<file path="config.mk">
export PLATFORM = sky130hd
export DESIGN_NAME = burst_splitter
export DESIGN_NICKNAME = d
export VERILOG_FILES = /design/src/rtl/bsplit_pkg.sv /design/src/rtl/bsplit_req_check.sv /design/src/rtl/bsplit_len_calc.sv /design/src/rtl/burst_splitter.sv
export SDC_FILE = /design/constraint.sdc
export NUM_CORES = 1
export LEC_CHECK = 0
export BUFFER_PORTS_ARGS = -buffer_cell sky130_fd_sc_hd__buf_2
export CORE_UTILIZATION = 40
export DETAILED_ROUTE_END_ITERATION = 8
export PLACE_DENSITY_LB_ADDON = 0.25
export SYNTH_ARGS = -nofsm -noshare
export SYNTH_HDL_FRONTEND = slang
export SYNTH_SLANG_ARGS = --single-unit
</file>
<file path="constraint.sdc">
create_clock -name clk -period 19.55 [get_ports clk]
set_input_delay 4.8875 -clock clk [delete_from_list [all_inputs] [get_ports clk]]
set_output_delay 4.8875 -clock clk [all_outputs]
set_load 0.01 [all_outputs]
</file>
<file path="src/rtl/bsplit_pkg.sv">
package bsplit_pkg;
  localparam int PAGE_BYTES = 4096;
  localparam int PAGE_W     = 12;
  localparam int LEN_W      = 8;
  localparam int SIZE_W     = 3;
  localparam int BEAT_W     = LEN_W + 1;

  typedef enum logic [0:0] {
    ST_IDLE  = 1'b0,
    ST_ISSUE = 1'b1
  } bsplit_state_e;
endpackage

</file>
<file path="src/rtl/bsplit_req_check.sv">
module bsplit_req_check #(
  parameter int CNT_W = 16
) (
  input  logic [7:0]                     low_addr,
  input  logic [CNT_W-1:0]               beats,
  input  logic [bsplit_pkg::SIZE_W-1:0]  size,
  output logic                           bad
);
  logic [7:0] mask;

  always_comb begin
    mask = 8'((9'd1 << size) - 9'd1);
    bad  = (beats == '0) || ((low_addr & mask) != 8'd0);
  end
endmodule

</file>
<file path="src/rtl/bsplit_len_calc.sv">
module bsplit_len_calc #(
  parameter int CNT_W = 16
) (
  input  logic [bsplit_pkg::PAGE_W-1:0]  page_off,
  input  logic [CNT_W-1:0]               remaining,
  input  logic [bsplit_pkg::LEN_W-1:0]   max_len,
  input  logic [bsplit_pkg::SIZE_W-1:0]  size,
  output logic [bsplit_pkg::BEAT_W-1:0]  beats
);
  import bsplit_pkg::*;
  localparam int ROOM_W = PAGE_W + 1;
  localparam int CW     = (CNT_W > ROOM_W) ? CNT_W : ROOM_W;

  logic [ROOM_W-1:0] room_bytes;
  logic [ROOM_W-1:0] room_beats;
  logic [CW-1:0]     lim_rem, lim_cap, lim_page, m1, m2;

  always_comb begin
    room_bytes = ROOM_W'(PAGE_BYTES) - {1'b0, page_off};
    room_beats = room_bytes >> size;
    lim_rem    = CW'(remaining);
    lim_cap    = CW'(max_len) + CW'(1);
    lim_page   = CW'(room_beats);
    m1         = (lim_rem < lim_cap) ? lim_rem : lim_cap;
    m2         = (m1 < lim_page) ? m1 : lim_page;
    beats      = BEAT_W'(m2);
  end
endmodule

</file>
<file path="src/rtl/burst_splitter.sv">
module burst_splitter #(
  parameter int ADDR_W = 32,
  parameter int CNT_W  = 16
) (
  input  logic                          clk,
  input  logic                          rst_n,
  input  logic [bsplit_pkg::LEN_W-1:0]  cfg_max_len,
  input  logic                          req_valid,
  output logic                          req_ready,
  input  logic [ADDR_W-1:0]             req_addr,
  input  logic [CNT_W-1:0]              req_beats,
  input  logic [bsplit_pkg::SIZE_W-1:0] req_size,
  output logic                          cmd_valid,
  input  logic                          cmd_ready,
  output logic [ADDR_W-1:0]             cmd_addr,
  output logic [bsplit_pkg::LEN_W-1:0]  cmd_len,
  output logic [bsplit_pkg::SIZE_W-1:0] cmd_size,
  output logic                          done,
  output logic                          err
);
  import bsplit_pkg::*;

  bsplit_state_e        state;
  logic [ADDR_W-1:0]    cur_addr;
  logic [CNT_W-1:0]     remaining;
  logic [SIZE_W-1:0]    size_q;
  logic [LEN_W-1:0]     max_q;
  logic                 done_q, err_q;
  logic                 bad, accept, fire, last;
  logic [BEAT_W-1:0]    beats;

  bsplit_req_check #(.CNT_W(CNT_W)) u_check (
    .low_addr (req_addr[7:0]),
    .beats    (req_beats),
    .size     (req_size),
    .bad      (bad)
  );

  bsplit_len_calc #(.CNT_W(CNT_W)) u_len (
    .page_off  (cur_addr[PAGE_W-1:0]),
    .remaining (remaining),
    .max_len   (max_q),
    .size      (size_q),
    .beats     (beats)
  );

  always_comb begin
    req_ready = (state == ST_IDLE);
    cmd_valid = (state == ST_ISSUE);
    accept    = req_valid && req_ready;
    fire      = cmd_valid && cmd_ready;
    last      = (remaining == CNT_W'(beats));
    cmd_addr  = cur_addr;
    cmd_len   = LEN_W'(beats - BEAT_W'(1));
    cmd_size  = size_q;
    done      = done_q;
    err       = err_q;
  end

  always_ff @(posedge clk) begin
    if (!rst_n) begin
      state     <= ST_IDLE;
      cur_addr  <= '0;
      remaining <= '0;
      size_q    <= '0;
      max_q     <= '0;
      done_q    <= 1'b0;
      err_q     <= 1'b0;
    end else begin
      done_q <= fire && last;
      err_q  <= accept && bad;
      case (state)
        ST_IDLE: begin
          if (accept && !bad) begin
            cur_addr  <= req_addr;
            remaining <= req_beats;
            size_q    <= req_size;
            max_q     <= cfg_max_len;
            state     <= ST_ISSUE;
          end
        end
        ST_ISSUE: begin
          if (fire) begin
            cur_addr  <= cur_addr + (ADDR_W'(beats) << size_q);
            remaining <= remaining - CNT_W'(beats);
            if (last) state <= ST_IDLE;
          end
        end
        default: state <= ST_IDLE;
      endcase
    end
  end
endmodule

</file>
* Word-level counts from Yosys, hierarchy flattened
Cells that the tools add are included.
Cells by class: $add $sub $neg 6, eq/ne operators 3, reduce and logical (&&, ||, !) cells 11, $lt $le $gt $ge 2, shift operators 3, multiplexer cells 12, bitwise operators 2
Operators by type and width (count):
- two-way mux 32 bit | 2
- one-hot mux 32 bit (2 select lines) | 1
- two-way mux 16 bit | 3
- adder 32 bit | 1
- one-hot mux 16 bit (2 select lines) | 1
- left shift 9 x 3 -> 32 bit | 1
- == test 16 x 9 -> 1 bit | 1
- zero test 16 bit | 1
- less-than comparator 16 x 13 -> 1 bit | 1
- less-than comparator 16 bit | 1
- subtractor 16 x 9 -> 16 bit | 1
- subtractor 8 x 1 -> 8 bit, second input constant | 2
- right shift 13 x 3 -> 13 bit | 1
- subtractor 13 x 12 -> 13 bit, first input constant | 1
- adder 8 x 1 -> 9 bit, second input constant | 1
- two-way mux 9 bit | 1
- AND 8 bit | 1
- nonzero test 8 bit | 1
- left shift 1 x 3 -> 8 bit, first input constant | 1
- logical AND 1 bit | 5
- inequality test 2 x 1 -> 1 bit, second input constant | 2
- AND reduction 2 bit | 2
- two-way mux 1 bit | 3
- one-hot mux 1 bit (2 select lines) | 1
- other kinds (3) | 3
Word-level totals: logic and storage cells 46, output and inout port bits 47, flip-flop bits (word level) 62, input port bits 63

* Longest topological paths before layout
depth after elaboration 9, gate-level depth with buffers 33, mapped depth without buffers 32

* Modules after synthesis
A second synthesis with hierarchy kept.
Unflattened totals: cell total of the unflattened synthesis 887, area total of the unflattened synthesis 6641.4 µm²
Modules (own cells, without submodules):
- burst_splitter | cells an instance 628, instances 1, area each 4693.3 µm², seq. area each 1241.2 µm²
- bsplit_len_calc | cells an instance 246, instances 1, area each 1858.0 µm², seq. area each 0.0 µm²
- bsplit_req_check | cells an instance 13, instances 1, area each 90.1 µm², seq. area each 0.0 µm²

* Least setup slack after synthesis
Ideal clock, no wire load.
kind reg2out, from register max_q[2], to output port cmd_len[6] in the netlist's numbering, buffers on the path 1, slack 9.852 ns, cell stages (with the launch flop) 26, arrival time 4.810 ns, data required time 14.662 ns, cells stage by stage dfxtp_1 and3_1 and3_1 nand3_1 xnor2_1 inv_1 ha_1 nand4_1 nor4_1 a211oi_1 nand2_1 mux2i_1 inv_1 ha_1 a21oi_1 o21ai_0 a211oi_1 nand2_1 o41ai_4 buf_6 mux2i_1 inv_1 ha_1 nand2_1 nor2_1 xnor2_1
Between the ends: word-level cells in the longest chain between the ends 6
Ends and longest elaborated chain:
- start: declaration | line burst_splitter.sv:27 | logic [LEN_W-1:0] max_q;
- start signal: assignment | line burst_splitter.sv:78 | max_q <= cfg_max_len;
- adder 8 x 1 -> 9 bit (*) | line bsplit_len_calc.sv:22 | lim_cap = CW'(max_len) + CW'(1);
- less-than comparator 16 bit | line bsplit_len_calc.sv:24 | m1 = (lim_rem < lim_cap) ? lim_rem : lim_cap;
- two-way mux 16 bit (*) | line bsplit_len_calc.sv:24
- less-than comparator 16 x 13 -> 1 bit | line bsplit_len_calc.sv:25 | m2 = (m1 < lim_page) ? m1 : lim_page;
- two-way mux 9 bit (*) | line bsplit_len_calc.sv:25
- subtractor 8 x 1 -> 8 bit (*) | line burst_splitter.sv:54 | cmd_len = LEN_W'(beats - BEAT_W'(1));
- end: declaration | line burst_splitter.sv:16 | output logic [bsplit_pkg::LEN_W-1:0] cmd_len,
Mark *: on every way between the ends. The rest lies on a longest branch, timed or not.

* Final worst setup path
Ends and elaborated chain as after synthesis.

==> flow_summary.toml <==
[run_status]
status = "complete, no violations"

[cells_and_area]
fin_nets = 1018
stdcell_count = 1120
fin_area_um2 = 7380
area_growth_syn_to_layout_pct = 15.0
drive_gt1_frac = 0.193
n_antenna_cell = 0
fill_cells = 1581

[clock_tree]
clkTransAtPathRegs_ns = 0.05
cts_buffers = 9
ctsHoldBuffers = 0
cts_buffer_depth = 2
post-cts-setup-buffers = 0
cts_resized = 0
insertion_delay_ns = 0.34
h-tree-depth = 3
clock-sinks = 62
cts-root-buf = "clkbuf_16"
cts_tree = "built"

[worst_setup_path]
crit_cells = 25
r2r_cells = 31
critPathMaxFanout = 13
rr_startpoint = "max_q[2]"
cp_slowest_stage_delay_ns = 0.77
reg2reg_setup_slack_ns = 11.16
criticalPathCategory = "flip-flop to output pin"
crit_family = "simple AND/OR/NAND/NOR gates"
cp.arrival_ns = 6.36
crit_slowest_cell = "o41ai_4"
setup.worst_path.start = "max_q[2]"
critPathBufInv = 4
worst_r2r_endpoint = "cmd_addr[29]"
start_kind = "flip-flop"
critPathCaptureType = "output pin"
endpoint = "cmd_len[6]"
crit_required_ns = 14.66

[synthesis]
netlist_instances = 825
async_flop_share = 0
synth_cell_type_count = 85
synth-seq-cells = 62
ys_top_cells_by_area = "dfxtp_1, ha_1, mux2i_1, nor2_1, xnor2_1"
netlist.area_leader.share = 0.193
synth_edf_count = 0
syn_area_per_cell_um2 = 7.78
synth_flop_cell = "dfxtp_1"
yosys.area.top_type = "dfxtp_1"
syn-cell-area_um2 = 6420
yosys_warnings = 0
ys_seq_area_frac = 0.193

[sta]
slew_violations = 0
fin_crit_sh = 0.575
fin_crit_ns = 11.25
clock.fmax_ghz = 0.0889
setup_ws_ns = 8.30
finalHoldViolCount = 0
setup-tns-final_ns = 0
setup_viol = 0
final.setup_skew_ns = 0.00878
tightest_slew_ns = 0.959
rsz0062_at_grt = "false"
relSlewSlack = 0.353

[routing]
via_count = 6508
drtPass1Iterations = 5
drc = 0
first_iter_violations = 396
wl_um = 19500
antenna_left = 0
routedWlPerCell_um = 17.4
viasPerCell = 5.81

[grt]
grt_max_degree = 46
grt_pass1_vias = 6042
use_met1 = 0.321
grt_remaining_overflow = 0
gr-usage-met3 = 0.0474
grt_pass1_wl_um = 31400
grt_use_met2 = 0.388
grt_util_all_layers = 0.239
grt_busiest_layer = "met2"
antenna_found_initial = 0

[pwr]
p_comb_frac = 0.551
switching_power_mw = 0.290
clockPowerShare = 0.234
p_sw_frac = 0.423
p_per_area_nw_per_um2 = 92.9
power.leakage_nw = 3.26
intPower_mw = 0.395
pwr-share-seq = 0.215
vdd_drop_max_uv = 44.3

[floorplanning]
fp.dieArea_um2 = 16600
fp.coreArea_um2 = 15400
start_util = 0.416
rows = 45
die_w_um = 129
io_pins = 110
die_h_um = 129

[run]
drv_cap = 0

[place]
io_buffers = 109
finalWeightedCongestion = 0.898
dp_slack_ns = 8.75
placed_area_um2 = 7090
hpwl_um = 14700
place_inst = 1105

[min_path]
hp-class = "flip-flop to flip-flop"
[metrics by stage]
| stage | power, mW | hold WS (ns) | utilization |
|---|---|---|---|
| detailed placement | 0.521 | 0.502 | 0.459 |
| floorplan | 0.424 | 0.467 | - |
| CTS | 0.683 | 0.512 | 0.478 |
| global route | 0.732 | 0.541 | 0.478 |
| global placement | 0.517 | 0.498 | 0.459 |
| finish | 0.685 | 0.516 | 0.478 |
[cells in the mapped netlist (all sizes together), types with 15 or more instances]
master,number
dfxtp,62
mux2,15
ha,48
inv,43
clkbuf,35
a211oi,22
mux2i,47
o21ai,47
xnor2,31
nand4,17
nor2,79
and2,15
a21o,23
nand2,48
a21oi,54
nand3,36
nor3,15
[power by group through the flow]
stage | Sequential (mW) | Combinational, mW | Clock [mW]
after floorplan | 0.145 | 0.279 | 0
after global placement | 0.150 | 0.368 | 0
after detailed placement | 0.149 | 0.372 | 0
after CTS | 0.147 | 0.373 | 0.163
after global routing | 0.148 | 0.414 | 0.169
final | 0.147 | 0.378 | 0.160
[cell families after synthesis]
logic type	synth area share
simple gates	0.228
mux	0.116
compound gates	0.253
buf+inv	0.0577
xor+xnor	0.0519
fa+ha+maj	0.0998
flops	0.193
other cells	0.000584
[worst min path at each step]
| stage | slack [ns] | endpoint | cells after the start | start |
|---|---|---|---|---|
| 5_1_grt | 0.54 | cmd_addr[31] | 2 | cmd_addr[31] |
| 6_report | 0.52 | cmd_addr[31] | 2 | cmd_addr[31] |
| 3_5_place_dp | 0.50 | cmd_addr[12] | 2 | cmd_addr[12] |
| 2_1_floorplan | 0.47 | remaining[2] | 2 | remaining[2] |
| 3_3_place_gp | 0.50 | cmd_addr[31] | 2 | cmd_addr[31] |
| 4_1_cts | 0.51 | cmd_addr[12] | 2 | cmd_addr[12] |
[sequential cells by signal, indices dropped and copies added, names as in the netlist]
register and cells:
done 1, cmd_size 3, err 1, cmd_addr 32, max_q 8, cmd_valid 1
remaining 16
[per-layer routing]
layer  up-vias  routed length, µm
li1       3222                  -
met4         0                252
met2       177               8870
met5         -                  0
met1      3089               9430
met3        20                941
[placed cells by master (no fill, tap or decap), types with 6 or more instances in the layout]
cell type  count
mux2_2        13
ha_1          48
nor3_1        13
clkbuf_16      9
o211ai_1       8
nand2b_1       6
mux2i_1       44
o21ai_0       44
a211oi_1      22
nand2_1       48
or3_1         10
a211o_1        8
nand4_1       17
inv_1         40
dfxtp_1       61
a21oi_1       54
xnor2_1       31
a21o_1        23
nand3_1       36
buf_2        109
a31oi_1        7
nor2b_1        8
nor2_1        78
and2_1        14
and3_1        10
xor2_1         7
nor4_1         8
buf_4          6
[layout make-up]
| cell class | count | area (µm²) | share of cell area |
|---|---|---|---|
| Clock buffer | 11 | 243 | 0.0329 |
| Timing Repair Buffer | 115 | 591 | 0.0801 |
| Inverter | 44 | 165 | 0.0224 |
| Clock inverter | 4 | 47.5 | 0.00645 |
| Sequential cell | 62 | 1240 | 0.168 |
| Multi-Input combinational cell | 673 | 4820 | 0.654 |
| Tap cell | 211 | 264 | 0.0358 |
[worst register-to-register path: cells and delay by family (launching register included)]
kind                     cells  cell delay, ns
XOR/XNOR                     1            0.23
adder cells (fa/ha/maj)      3            0.90
buffers and inverters        2            0.15
multiplexers                 3            0.93
flip-flops                   1            0.39
AND/OR/NAND/NOR              9            2.02
AO/OA/AOI/OAI               13            3.67
Power figures use the tool's default switching activity.
